--- src/rtl/wdt_guard_pkg.sv ---
package wdt_guard_pkg;

  typedef enum logic [1:0] {
    CORE_RUN   = 2'd0,
    CORE_IDLE  = 2'd1,
    CORE_SLEEP = 2'd2,
    CORE_DOZE  = 2'd3
  } core_mode_e;

  typedef struct packed {
    logic sw_clr;   // software strobes: also drop the status flag
    logic any_clr;  // every accepted clear source
  } wdt_clear_t;

endpackage

--- src/rtl/wdt_clear_ctl.sv ---
module wdt_clear_ctl
  import wdt_guard_pkg::*;
(
  input  logic       clrwdt_stb,
  input  logic       sleep_stb,
  input  logic       clk_lost,
  input  logic       fail_mon_en,
  input  logic       osc_freq_wr,
  input  logic       intosc_sysclk,
  output wdt_clear_t clr
);

  logic hw_lost_clr;
  logic hw_freq_clr;

  always_comb begin
    hw_lost_clr = clk_lost & fail_mon_en;
    hw_freq_clr = osc_freq_wr & intosc_sysclk;
    clr.sw_clr  = clrwdt_stb | sleep_stb;
    clr.any_clr = clr.sw_clr | hw_lost_clr | hw_freq_clr;
  end

endmodule

--- src/rtl/wdt_base_cnt.sv ---
module wdt_base_cnt #(
  parameter int BASE_W = 8
) (
  input  logic              clk,
  input  logic              rst_n,
  input  logic              en,
  input  logic              tick,
  input  logic              clr,
  output logic [BASE_W-1:0] cnt,
  output logic              wrap
);

  localparam logic [BASE_W-1:0] CNT_MAX = '1;

  logic [BASE_W-1:0] cnt_d;
  logic              cnt_ce;

  always_comb begin
    wrap   = en & tick & ~clr & (cnt == CNT_MAX);
    cnt_ce = ~en | clr | tick;
    if (!en || clr) cnt_d = '0;
    else            cnt_d = cnt + BASE_W'(1);
  end

  always_ff @(posedge clk or negedge rst_n) begin
    if (!rst_n)      cnt <= '0;
    else if (cnt_ce) cnt <= cnt_d;
  end

  // an unclear tick moves the count forward by one
  a_r1_tick_step: assert property (@(posedge clk) disable iff (!rst_n)
    (en && tick && !clr) |=> (cnt == $past(cnt) + BASE_W'(1)));

  // disabled watchdog keeps the base count at zero
  a_r10_base_held: assert property (@(posedge clk) disable iff (!rst_n)
    !en |=> (cnt == '0));

endmodule

--- src/rtl/wdt_postscaler.sv ---
module wdt_postscaler #(
  parameter int SEL_W = 4
) (
  input  logic             clk,
  input  logic             rst_n,
  input  logic             en,
  input  logic             clr,
  input  logic             step,
  input  logic [SEL_W-1:0] sel,
  output logic             expire
);

  localparam int POST_W = (1 << SEL_W) - 1;

  logic [POST_W-1:0] cnt;
  logic [POST_W-1:0] cnt_d;
  logic [POST_W-1:0] limit;
  logic              cnt_ce;

  // limit = 2^sel - 1, built as a thermometer code
  always_comb begin
    for (int i = 0; i < POST_W; i++) begin
      limit[i] = (i < int'(sel));
    end
  end

  always_comb begin
    expire = en & ~clr & step & (cnt >= limit);
    cnt_ce = ~en | clr | step;
    if (!en || clr)   cnt_d = '0;
    else if (expire)  cnt_d = '0;
    else              cnt_d = cnt + POST_W'(1);
  end

  always_ff @(posedge clk or negedge rst_n) begin
    if (!rst_n)      cnt <= '0;
    else if (cnt_ce) cnt <= cnt_d;
  end

  // postscaler advances once per base overflow until its limit
  a_r2_post_step: assert property (@(posedge clk) disable iff (!rst_n)
    (en && !clr && step && !expire) |=> (cnt == $past(cnt) + POST_W'(1)));

  // any accepted clear empties the postscaler
  a_r5_post_clear: assert property (@(posedge clk) disable iff (!rst_n)
    (en && clr) |=> (cnt == '0));

  // disabled watchdog keeps the postscaler at zero
  a_r10_post_held: assert property (@(posedge clk) disable iff (!rst_n)
    !en |=> (cnt == '0));

endmodule

--- src/rtl/wdt_action.sv ---
module wdt_action
  import wdt_guard_pkg::*;
(
  input  logic       clk,
  input  logic       rst_n,
  input  logic       en,
  input  logic       expire,
  input  wdt_clear_t clr,
  input  core_mode_e mode,
  output logic       wake_pulse,
  output logic       reset_pulse,
  output logic       timeout_flag
);

  logic hit;
  logic wake_d;
  logic reset_d;
  logic flag_d;

  always_comb begin
    hit     = en & expire & ~clr.any_clr;
    reset_d = hit & (mode == CORE_RUN);
    wake_d  = hit & (mode != CORE_RUN);
    if (clr.sw_clr)  flag_d = 1'b0;
    else if (hit)    flag_d = 1'b1;
    else             flag_d = timeout_flag;
  end

  always_ff @(posedge clk or negedge rst_n) begin
    if (!rst_n) begin
      wake_pulse   <= 1'b0;
      reset_pulse  <= 1'b0;
      timeout_flag <= 1'b0;
    end else begin
      wake_pulse   <= wake_d;
      reset_pulse  <= reset_d;
      timeout_flag <= flag_d;
    end
  end

  // a reset request only follows a time-out taken in run mode
  a_r3_reset_in_run: assert property (@(posedge clk) disable iff (!rst_n)
    reset_pulse |-> ($past(mode) == CORE_RUN));

  // a wake request only follows a time-out in a power-managed mode
  a_r4_wake_not_run: assert property (@(posedge clk) disable iff (!rst_n)
    wake_pulse |-> ($past(mode) != CORE_RUN));

  // a clear in the cycle before blocks both pulses
  a_r8_clear_wins: assert property (@(posedge clk) disable iff (!rst_n)
    clr.any_clr |=> !(wake_pulse || reset_pulse));

  // software strobes drop the status flag
  a_r9_flag_clear: assert property (@(posedge clk) disable iff (!rst_n)
    clr.sw_clr |=> !timeout_flag);

  // every pulse comes with the status flag set
  a_r9_flag_with_pulse: assert property (@(posedge clk) disable iff (!rst_n)
    (wake_pulse || reset_pulse) |-> timeout_flag);

  // pulses last one cycle
  a_r11_single_cycle: assert property (@(posedge clk) disable iff (!rst_n)
    (wake_pulse || reset_pulse) |=> !(wake_pulse || reset_pulse));

  // no request follows a disabled cycle
  a_r10_silent_off: assert property (@(posedge clk) disable iff (!rst_n)
    !en |=> !(wake_pulse || reset_pulse));

endmodule

--- src/rtl/wdt_mode_guard.sv ---
module wdt_mode_guard
  import wdt_guard_pkg::*;
#(
  parameter int BASE_W = 8,
  parameter int SEL_W  = 4
) (
  input  logic             clk,
  input  logic             rst_n,
  input  logic             wdt_en,
  input  logic             tick_en,
  input  logic             clrwdt_stb,
  input  logic             sleep_stb,
  input  logic             clk_lost,
  input  logic             fail_mon_en,
  input  logic             osc_freq_wr,
  input  logic             intosc_sysclk,
  input  logic [1:0]       core_mode,
  input  logic [SEL_W-1:0] post_sel,
  output logic             wake_pulse,
  output logic             reset_pulse,
  output logic             timeout_flag
);

  wdt_clear_t        clr;
  logic [BASE_W-1:0] base_cnt;
  logic              base_wrap;
  logic              post_expire;
  core_mode_e        mode_e;

  assign mode_e = core_mode_e'(core_mode);

  wdt_clear_ctl u_clear (
    .clrwdt_stb    (clrwdt_stb),
    .sleep_stb     (sleep_stb),
    .clk_lost      (clk_lost),
    .fail_mon_en   (fail_mon_en),
    .osc_freq_wr   (osc_freq_wr),
    .intosc_sysclk (intosc_sysclk),
    .clr           (clr)
  );

  wdt_base_cnt #(.BASE_W(BASE_W)) u_base (
    .clk   (clk),
    .rst_n (rst_n),
    .en    (wdt_en),
    .tick  (tick_en),
    .clr   (clr.any_clr),
    .cnt   (base_cnt),
    .wrap  (base_wrap)
  );

  wdt_postscaler #(.SEL_W(SEL_W)) u_post (
    .clk    (clk),
    .rst_n  (rst_n),
    .en     (wdt_en),
    .clr    (clr.any_clr),
    .step   (base_wrap),
    .sel    (post_sel),
    .expire (post_expire)
  );

  wdt_action u_action (
    .clk          (clk),
    .rst_n        (rst_n),
    .en           (wdt_en),
    .expire       (post_expire),
    .clr          (clr),
    .mode         (mode_e),
    .wake_pulse   (wake_pulse),
    .reset_pulse  (reset_pulse),
    .timeout_flag (timeout_flag)
  );

  // a software clear leaves the base count at zero
  a_r5_base_clear: assert property (@(posedge clk) disable iff (!rst_n)
    (wdt_en && (clrwdt_stb || sleep_stb)) |=> (base_cnt == '0));

endmodule

--- config.mk ---
export PLATFORM = sky130hd
export DESIGN_NAME = wdt_mode_guard
export DESIGN_NICKNAME = d
export VERILOG_FILES = /design/src/rtl/wdt_guard_pkg.sv /design/src/rtl/wdt_clear_ctl.sv /design/src/rtl/wdt_base_cnt.sv /design/src/rtl/wdt_postscaler.sv /design/src/rtl/wdt_action.sv /design/src/rtl/wdt_mode_guard.sv
export SDC_FILE = /design/constraint.sdc
export NUM_CORES = 1
export LEC_CHECK = 0
export BUFFER_PORTS_ARGS = -buffer_cell sky130_fd_sc_hd__buf_2
export CAP_MARGIN = 20
export CORE_ASPECT_RATIO = 1.25
export CORE_MARGIN = 2
export CORE_UTILIZATION = 30
export DETAILED_ROUTE_END_ITERATION = 6
export GPL_ROUTABILITY_DRIVEN = 0
export RECOVER_POWER = 100
export SYNTH_ARGS = -nofsm -noshare
export SYNTH_HDL_FRONTEND = slang
export SYNTH_SLANG_ARGS = --single-unit
--- constraint.sdc ---
create_clock -name clk -period 2.5 [get_ports clk]
set_clock_uncertainty 0.15 [all_clocks]
set_input_delay 0 -clock clk [delete_from_list [all_inputs] [get_ports clk]]
set_output_delay 0 -clock clk [all_outputs]
set_load 0.02 [all_outputs]
==> results.ini, run 1 <==
[worst_setup_path]
crit_type=reg2reg
worstSetupEndpointType=flop
startpoint_type=flop
cp_max_fo=9
r2r-end=u_action.reset_pulse
r2r_slack_ns=0.22
r2r_cells=6
arrival_ns=2.32
crit_start=u_post.cnt[12]
crit-reg2reg-launch=u_post.cnt[12]
required_ns=2.54

[clocking]
clock_path_buffers=2
htreeDepth=1
clk-insertion-delay-late_ns=0.27
clk_pin_slew_worst_paths_ns=0.10
ctsResizeCount=0
cts_setup_buffers=0
root_buffer=clkbuf_8
cts_made_buffers=3
tritoncts=yes
cts_num_sinks=26
cts_hold_buf=6

[sta]
setup_viol=0
tightest_slew_ns=1.43
maxSlewViolCount=0
fin_crit_ns=2.28
whs_ns=0.136
finalHoldViolCount=0
slew_headroom_pct=4.47
grt_setup_unrepaired=false
max_freq_mhz=439
tns_ns=0
finalCritPeriodShare_pct=91.2

[pwr]
peakVddDrop_v=0.000253
p_leak_nw=0.925
netSwitchingFraction_pct=21.3
switching_power_mw=0.180
p_seq_share_pct=49.8
clock_power_share_pct=41.3
power_density_nw_per_um2=376
pwr-share-comb_pct=8.9
power.internal_mw=0.665

[yosys]
synth_cell_types=46
synth_area_um2=1920
synth.top_cell.area_share_pct=33.9
ys_ff_latch=26
netlist_instances=214
synth_fp_nets=246
yosysSeqAreaShare_pct=33.9
synth_top_cell_by_area=dfrtp_1
synth_edf_count=0
async_reset_ff_share_pct=100
syn_avg_cell_area_um2=8.98
yosysMostFrequentCell=dfrtp_1
synth_ff_type=dfrtp_1
synthTopCellsByCount=dfrtp_1 (26), nand2_1 (23), ha_1 (16)
yosys_warnings=0
ys_top_cells_by_area=dfrtp_1 (34%), ha_1 (10%), nand2_1 (4.5%)

[final_layout]
drive_above_1_share_pct=13.7
utilization_pct=36.5
areaGrowthSynthToFinish_pct=17.0
nFillCells=640
diodes=0
nets=274

[min_path]
hp-start=sleep_stb
worstHoldPathType=in2reg
min_to=u_action.wake_pulse
hold_path_depth=6

[detailed_routing]
dr.pass1.iters=5
drtIter0Drc=99
vias=1686
avgViaCountPerCell=5.17
wl_per_cell_um=13.6
wl_mm=4.42
antenna_left=0
drt_drc_violations_left=0

[flow_run]
drv_cap=0

[placement]
io_buffers=18
dp_hpwl_mm=3.39

[floorplan]
die-area_um2=7070
coreArea_um2=6170
start_util_pct=31.2
dieWidth_um=75.6
rows=32
pin_count=19
die_y_um=93.5

[global_routing]
grt_util_all_layers_pct=13.7
grt_max_degree=27
grt-ovfl-total=0
grt_pass1_wl_mm=7.56
grt_pass1_vias=1579
antenna_found_initial=0

[status]
outcome=finished clean

-- kinds of logic (layout without fill, tap and decap cells) --
| logic type | after synthesis | after routing | synth area share (%) |
|---|---|---|---|
| and+or+nand+nor | 99 | 99 | 28.2 |
| AOI/OAI and AO/OA | 43 | 43 | 17.7 |
| DFF | 26 | 26 | 33.9 |
| adders and majority gates | 16 | 16 | 10.4 |
| buffers and inverters | 16 | 43 | 3.39 |
| xor gates and xnor gates | 13 | 13 | 5.92 |
| muxes | 1 | 1 | 0.521 |
-- routing by layer --
metal	track usage, %	vias up	routed length [um]
met5	0	-	0
met4	5.85	0	148
met3	1.29	10	92
met2	21.5	30	2140
met1	18.9	799	2040
li1	-	847	-
-- flip-flops by register name (all words and copies together), names as in the netlist --
| signal | flops |
|---|---|
| u_post.cnt | 15 |
| u_action.wake_pulse | 1 |
| u_base.cnt | 8 |
| u_action.reset_pulse | 1 |
| u_action.timeout_flag | 1 |
-- critical path, cell delays in order (launching register included) --
cell and delay [ns]:
dfrtp_1 0.45, ha_1 0.33, nand4_1 0.11, nor2_1 0.38, a311oi_4 0.21, a31oi_4 0.34
nor3b_1 0.23
-- placed cells by master, fill, tap and decap left out, types with 2 or more instances in the layout --
cell,n
a21boi_0,2
and4_1,4
o21ai_0,6
ha_1,16
a211oi_1,3
inv_1,7
and3_1,7
and2_1,2
nor3b_1,6
a41oi_1,2
dlygate4sd3_1,6
nor2_1,11
clkbuf_8,3
buf_2,13
o2111ai_1,5
o21ai_1,2
nand4_1,10
xor2_1,4
a21oi_1,14
o21a_1,2
clkbuf_1,6
nor3_1,11
nor4_1,2
xnor2_1,9
nand3_1,13
buf_4,6
or2_2,2
dfrtp_1,26
nand2_1,23
-- per-stage QoR --
step	total power, mW	setup slack (ns)	instance area [um^2]	cells
4_1_cts	0.860	0.249	2270	326
3_3_place_gp	0.499	0.203	2140	316
6_report	0.846	0.221	2250	326
3_5_place_dp	0.501	0.145	2140	316
2_1_floorplan	0.468	0.220	1920	214
5_1_grt	0.884	0.0534	2250	326
-- area by class of cell --
type	instances	area (um^2)	area share, %
repair buffers	32	198	8.79
well taps	85	106	4.73
flip-flops and latches	26	651	28.9
multi-input cells	172	1200	53.2
inverters	7	26.3	1.17
clock inverters	1	30.0	1.34
clock buffers	3	41.3	1.84
-- how the worst max path moves through the flow --
stage | depth (start not counted) | slack (ns) | end
after CTS | 6 | 0.25 | u_action.reset_pulse
after global placement | 9 | 0.20 | u_action.timeout_flag
after floorplan | 9 | 0.22 | u_action.timeout_flag
after global routing | 6 | 0.05 | u_action.reset_pulse
after detailed placement | 9 | 0.15 | u_action.timeout_flag
final | 6 | 0.22 | u_action.reset_pulse
-- power by group through the flow --
stage	Combinational [mW]	Sequential [mW]	Clock, mW
after detailed placement	0.0712	0.429	0
after CTS	0.0787	0.421	0.360
after global routing	0.0864	0.421	0.376
after floorplan	0.0383	0.429	0
after global placement	0.0696	0.429	0
final	0.0752	0.421	0.350
Note: power is estimated with default switching activity, not from simulation.
==> run 2, diff against run 1 <==
--- a/config.mk
+++ b/config.mk
@@ -8,7 +8,6 @@
 export BUFFER_PORTS_ARGS = -buffer_cell sky130_fd_sc_hd__buf_2
 export CAP_MARGIN = 20
 export CORE_ASPECT_RATIO = 1.25
-export CORE_MARGIN = 2
 export CORE_UTILIZATION = 30
 export DETAILED_ROUTE_END_ITERATION = 6
 export GPL_ROUTABILITY_DRIVEN = 0
==> results.ini, run 2 (synthesized netlist as in run 1, its figures left out) <==
[clocking]
cts_hold_buf=6  ; unchanged
cts_num_sinks=26  ; unchanged
cts_made_buffers=3  ; unchanged
clock_path_buffers=2  ; unchanged
cts_setup_buffers=0  ; unchanged
root_buffer=clkbuf_8  ; unchanged
clk_pin_slew_worst_paths_ns=0.10  ; about the same
clk-insertion-delay-late_ns=0.27  ; about the same
htreeDepth=1  ; unchanged
tritoncts=yes  ; unchanged
ctsResizeCount=0  ; unchanged

[worst_setup_path]
arrival_ns=2.32  ; about the same
crit_slowest_cell=dfrtp_1  ; unchanged
path_cells=ha_1 -> nand4_1 -> nor2_1 -> a311oi_4 -> a31oi_4 -> nor3b_1  ; unchanged
startpoint_type=flop  ; unchanged
cp_max_fo=9  ; unchanged
worstSetupEndpointType=flop  ; unchanged
cp_slowest_stage_delay_ns=0.46  ; was 0.45 ns
crit_type=reg2reg  ; unchanged
required_ns=2.54  ; about the same

[min_path]
worstHoldPathType=in2reg  ; unchanged

[final_layout]
layout.cells.most_common=dfrtp_1  ; unchanged
areaGrowthSynthToFinish_pct=16.6  ; was 17.0%
largest_reg_flops=15  ; unchanged
instances_no_fill=325  ; was 326
nets=273  ; was 274
largestRegisters=u_post.cnt: 15 flops, u_base.cnt: 8 flops  ; unchanged
layout_common_cells=dfrtp_1 (26), nand2_1 (23), ha_1 (16), a21oi_1 (14)  ; unchanged
utilization_pct=36.3  ; was 36.5%
diodes=0  ; unchanged
largest_register=u_post.cnt  ; unchanged
final_cell_area_um2=2240  ; was 2250 um^2
drive_above_1_share_pct=13.3  ; was 13.7%

[sta]
slew_headroom_pct=1.17  ; was 4.47%
grt_setup_unrepaired=false  ; unchanged
finalCritPeriodShare_pct=91.2  ; about the same
finalHoldViolCount=0  ; unchanged
max_freq_mhz=438  ; was 439 MHz
tns_ns=0  ; unchanged
fin_crit_ns=2.28  ; about the same
tightest_slew_ns=1.48  ; was 1.43 ns
maxSlewViolCount=0  ; unchanged
setup_viol=0  ; unchanged

[placement]
post_dp_cell_area_um2=2130  ; was 2140 um^2
place_inst=315  ; was 316
io_buffers=18  ; unchanged
dp_hpwl_mm=3.36  ; was 3.39 mm

[flow_run]
drv_cap=0  ; unchanged

[pwr]
p_leak_nw=0.921  ; was 0.925 nW
peakVddDrop_v=0.000207  ; was 0.000253 V
power_density_nw_per_um2=380  ; was 376 nW/um^2

[status]
outcome=finished clean  ; unchanged

[detailed_routing]
wl_per_cell_um=13.9  ; was 13.6 um
drt-met1-wl_mm=2.04  ; about the same
avgViaCountPerCell=5.32  ; was 5.17
drtIter0Drc=82  ; was 99
antenna_left=0  ; unchanged
dr_wl_met3_um=130  ; was 92 um
drt_drc_violations_left=0  ; unchanged
dr.pass1.iters=4  ; was 5
wl_mm=4.53  ; was 4.42 mm
top_layer=met4  ; unchanged
met2WireLength_mm=2.24  ; was 2.14 mm
vias=1730  ; was 1686

[floorplan]
die-area_um2=6730  ; was 7070 um^2
rows=32  ; unchanged
die_y_um=91.5  ; was 93.5 um
start_util_pct=31.2  ; unchanged
dieWidth_um=73.6  ; was 75.6 um
pin_count=19  ; unchanged
coreArea_um2=6170  ; unchanged

[global_routing]
grt_pass1_vias=1642  ; was 1579
grt-ovfl-total=0  ; unchanged
grt_util_all_layers_pct=14.8  ; was 13.7%
grt_pass1_wl_mm=7.76  ; was 7.56 mm
grt_max_degree=27  ; unchanged
antenna_found_initial=0  ; unchanged

-- run 2: cell count changes in the layout (fill, tap and decap cells not counted) --
cell     change
o21ai_0      +2
o21ai_1      -2
buf_4        -1
-- run 2: through the flow --
step                power [mW]  hold WS (ns)  worst slack, ns
floorplan                0.468        -0.446            0.220
global placement         0.500        -0.104            0.219
detailed placement       0.501       -0.0988            0.192
CTS                      0.866        0.0963            0.262
global route             0.886         0.187           0.0683
finish                   0.852         0.123            0.219
-- run 2: final cells by class --
cell class / count / area [um^2]
fill: 666 / 3930
sequential: 26 / 651
tap: 85 / 106
timing repair buffer: 31 / 190
inverter: 7 / 26.3
multi-input combinational: 172 / 1200
clock buffer: 3 / 41.3
clock inverter: 1 / 30.0
-- run 2: worst max-delay path: cells and delay by family (launching register included) --
family,cells,cell delay [ns]
adders and majority gates,1,0.35
and+or+nand+nor,3,0.71
DFF,1,0.46
AOI/OAI and AO/OA,2,0.53
-- run 2: final timing paths --
check	from	endpoint	slack, ns	cells after the start
setup reg to reg	u_post.cnt[10]	u_action.reset_pulse	0.22	6
hold reg to reg	u_action.timeout_flag	u_action.timeout_flag	0.35	1
hold / removal	sleep_stb	u_action.wake_pulse	0.12	6
setup / recovery	u_post.cnt[10]	u_action.reset_pulse	0.22	6
min in group asynchronous	rst_n	u_base.cnt[5]	0.45	2
max in group asynchronous	rst_n	u_post.cnt[8]	0.89	2
-- run 2: where the power goes --
group,switching (mW),internal (mW),total (mW)
sequential,0.000497,0.421,0.421
combinational,0.0448,0.0317,0.0765
clock,0.140,0.214,0.355
total,0.186,0.667,0.852
-- run 2: layer usage --
metal	vias to the layer above	GRT usage [%]
met4	0	5.93
li1	853	-
met1	822	20.0
met3	10	1.66
met2	45	23.5
met5	-	0
==> run 3, diff against run 2 <==
--- a/config.mk
+++ b/config.mk
@@ -7,10 +7,13 @@
 export LEC_CHECK = 0
 export BUFFER_PORTS_ARGS = -buffer_cell sky130_fd_sc_hd__buf_2
 export CAP_MARGIN = 20
+export CELL_PAD_IN_SITES_DETAIL_PLACEMENT = 2
+export CELL_PAD_IN_SITES_GLOBAL_PLACEMENT = 2
 export CORE_ASPECT_RATIO = 1.25
 export CORE_UTILIZATION = 30
 export DETAILED_ROUTE_END_ITERATION = 6
 export GPL_ROUTABILITY_DRIVEN = 0
+export PLACE_DENSITY_LB_ADDON = 0.1
 export RECOVER_POWER = 100
 export SYNTH_ARGS = -nofsm -noshare
 export SYNTH_HDL_FRONTEND = slang
==> results.ini, run 3 (synthesized netlist as in run 1, its figures left out) <==
[worst_setup_path]
crit_start=u_post.cnt[6]  ; was u_post.cnt[10]
required_ns=2.53  ; was 2.54 ns
r2r_slack_ns=0.19  ; was 0.22 ns
path_depth=7  ; was 6
cp_slowest_stage_delay_ns=0.49  ; was 0.46 ns
endpoint=u_post.cnt[0]  ; was u_action.reset_pulse
path_cells=ha_1 -> nand3_1 -> nor3_1 -> o41ai_2 -> buf_12 -> nand4_1 -> o21ai_0  ; was ha_1 -> nand4_1 -> nor2_1 -> a311oi_4 -> a31oi_4 -> nor3b_1
crit_slowest_cell=dfrtp_1  ; unchanged
arrival_ns=2.34  ; was 2.32 ns
r2r_cells=7  ; was 6
cp_top_family=compound AO/OA/AOI/OAI gates  ; was simple AND/OR/NAND/NOR gates
crit-reg2reg-launch=u_post.cnt[6]  ; was u_post.cnt[10]
cp_max_fo=9  ; unchanged
r2r-end=u_post.cnt[0]  ; was u_action.reset_pulse
startpoint_type=flop  ; unchanged
worstSetupEndpointType=flop  ; unchanged
crit_type=reg2reg  ; unchanged
cp_num_buf_inv=1  ; was 0

[detailed_routing]
drtIter0Drc=35  ; was 82
wl_per_cell_um=18.5  ; was 13.9 um
antenna_left=0  ; unchanged
wl_mm=6.10  ; was 4.53 mm
vias=1787  ; was 1730
avgViaCountPerCell=5.43  ; was 5.32
dr.pass1.iters=4  ; unchanged
drt_drc_violations_left=0  ; unchanged

[global_routing]
grt-ovfl-total=0  ; unchanged
grt_pass1_vias=2023  ; was 1642
busiest_layer=met2  ; unchanged
grt_util_all_layers_pct=20.1  ; was 14.8%
grt_max_degree=27  ; unchanged
use_met1_pct=21.3  ; was 20.0%
grt_pass1_wl_mm=10.1  ; was 7.76 mm
grt.met3_usage_pct=1.33  ; was 1.66%
met2_usage_pct=39.6  ; was 23.5%
antenna_found_initial=0  ; unchanged

[sta]
fin_crit_ns=2.31  ; was 2.28 ns
finalCritPeriodShare_pct=92.3  ; was 91.2%
tns_ns=0  ; unchanged
slew_headroom_pct=1.60  ; was 1.17%
maxSlewViolCount=0  ; unchanged
finalHoldViolCount=0  ; unchanged
grt_setup_unrepaired=false  ; unchanged
setup_viol=0  ; unchanged
tightest_slew_ns=1.48  ; about the same
max_freq_mhz=433  ; was 438 MHz

[clocking]
ctsResizeCount=0  ; unchanged
clock_path_buffers=2  ; unchanged
cts_num_sinks=26  ; unchanged
root_buffer=clkbuf_8  ; unchanged
tritoncts=yes  ; unchanged
htreeDepth=1  ; unchanged
cts_made_buffers=3  ; unchanged
clk-insertion-delay-late_ns=0.27  ; about the same
clk_pin_slew_worst_paths_ns=0.09  ; was 0.10 ns

[pwr]
finalPower_mw=0.738  ; was 0.852 mW
peakVddDrop_v=0.000165  ; was 0.000207 V
p_leak_nw=0.934  ; was 0.921 nW
power_density_nw_per_um2=327  ; was 380 nW/um^2

[floorplan]
dieWidth_um=73.6  ; unchanged
coreArea_um2=6170  ; unchanged
die-area_um2=6730  ; unchanged
rows=32  ; unchanged
die_y_um=91.5  ; unchanged
start_util_pct=31.2  ; unchanged
pin_count=19  ; unchanged

[final_layout]
nets=278  ; was 273
layout_common_cells=dfrtp_1 (26), nand2_1 (23), ha_1 (16), a21oi_1 (14)  ; unchanged
largest_reg_flops=15  ; unchanged
diodes=0  ; unchanged
areaGrowthSynthToFinish_pct=17.3  ; was 16.6%
drive_above_1_share_pct=15.2  ; was 13.3%
largest_register=u_post.cnt  ; unchanged
layout.cells.most_common=dfrtp_1  ; unchanged
largestRegisters=u_post.cnt: 15 flops, u_base.cnt: 8 flops  ; unchanged

[placement]
io_buffers=18  ; unchanged
dp_hpwl_mm=4.93  ; was 3.36 mm

[min_path]
hp-start=sleep_stb  ; unchanged
worstHoldPathType=in2reg  ; unchanged

[status]
outcome=finished clean  ; unchanged

[flow_run]
drv_cap=0  ; unchanged

-- run 3: changes by cell type in the layout (fill, tap and decap cells not counted), sizes merged --
cell and change:
buf +4, bufinv -1, clkbuf +1
-- run 3: repair_timing --
item,CTS,global route
hold buffers,6,0
hold endpoints to repair,32,0
setup buffers,0,0
-- run 3: metal layers --
layer / wire length, um / up-vias
met3: 44 / 10
met1: 2350 / 908
met4: 127 / 0
met2: 3570 / 15
li1: - / 854
met5: 0 / -
-- run 3: report_power, final --
group / total [mW] / internal (mW) / switching, mW
sequential: 0.421 / 0.420 / 0.000596
combinational: 0.0799 / 0.0318 / 0.0482
clock: 0.237 / 0.108 / 0.129
total: 0.738 / 0.560 / 0.178
-- run 3: layout make-up --
cell class | count | area (um^2)
inverter | 7 | 26.3
fill | 729 | 3910
multi-input combinational | 172 | 1190
sequential | 26 | 651
clock buffer | 3 | 41.3
timing repair buffer | 36 | 240
tap | 85 | 106
-- run 3: worst reg2reg max path: stages, from the launching register on --
cell and delay [ns]:
dfrtp_1 0.49, ha_1 0.34, nand3_1 0.13, nor3_1 0.08, o41ai_2 0.43, buf_12 0.19, nand4_1 0.18, o21ai_0 0.23
-- run 3: worst min-delay path by stage --
stage,endpoint,slack (ns),cells past startpoint
final,u_action.wake_pulse,0.18,6
after floorplan,u_action.reset_pulse,-0.45,0
after detailed placement,u_action.timeout_flag,-0.11,1
after CTS,u_action.timeout_flag,0.12,2
after global routing,u_action.wake_pulse,0.24,6
after global placement,u_action.timeout_flag,-0.12,1
-- run 3: per-stage QoR --
stage | worst slack [ns] | area, um^2 | std cells | utilization, % | hold WS [ns]
5_1_grt | 0.00919 | 2250 | 329 | 36.6 | 0.237
3_3_place_gp | 0.167 | 2180 | 320 | 35.4 | -0.121
2_1_floorplan | 0.220 | 1920 | 214 | - | -0.446
6_report | 0.191 | 2250 | 329 | 36.6 | 0.182
3_5_place_dp | 0.0513 | 2180 | 320 | 35.4 | -0.107
4_1_cts | 0.120 | 2280 | 329 | 37.0 | 0.125
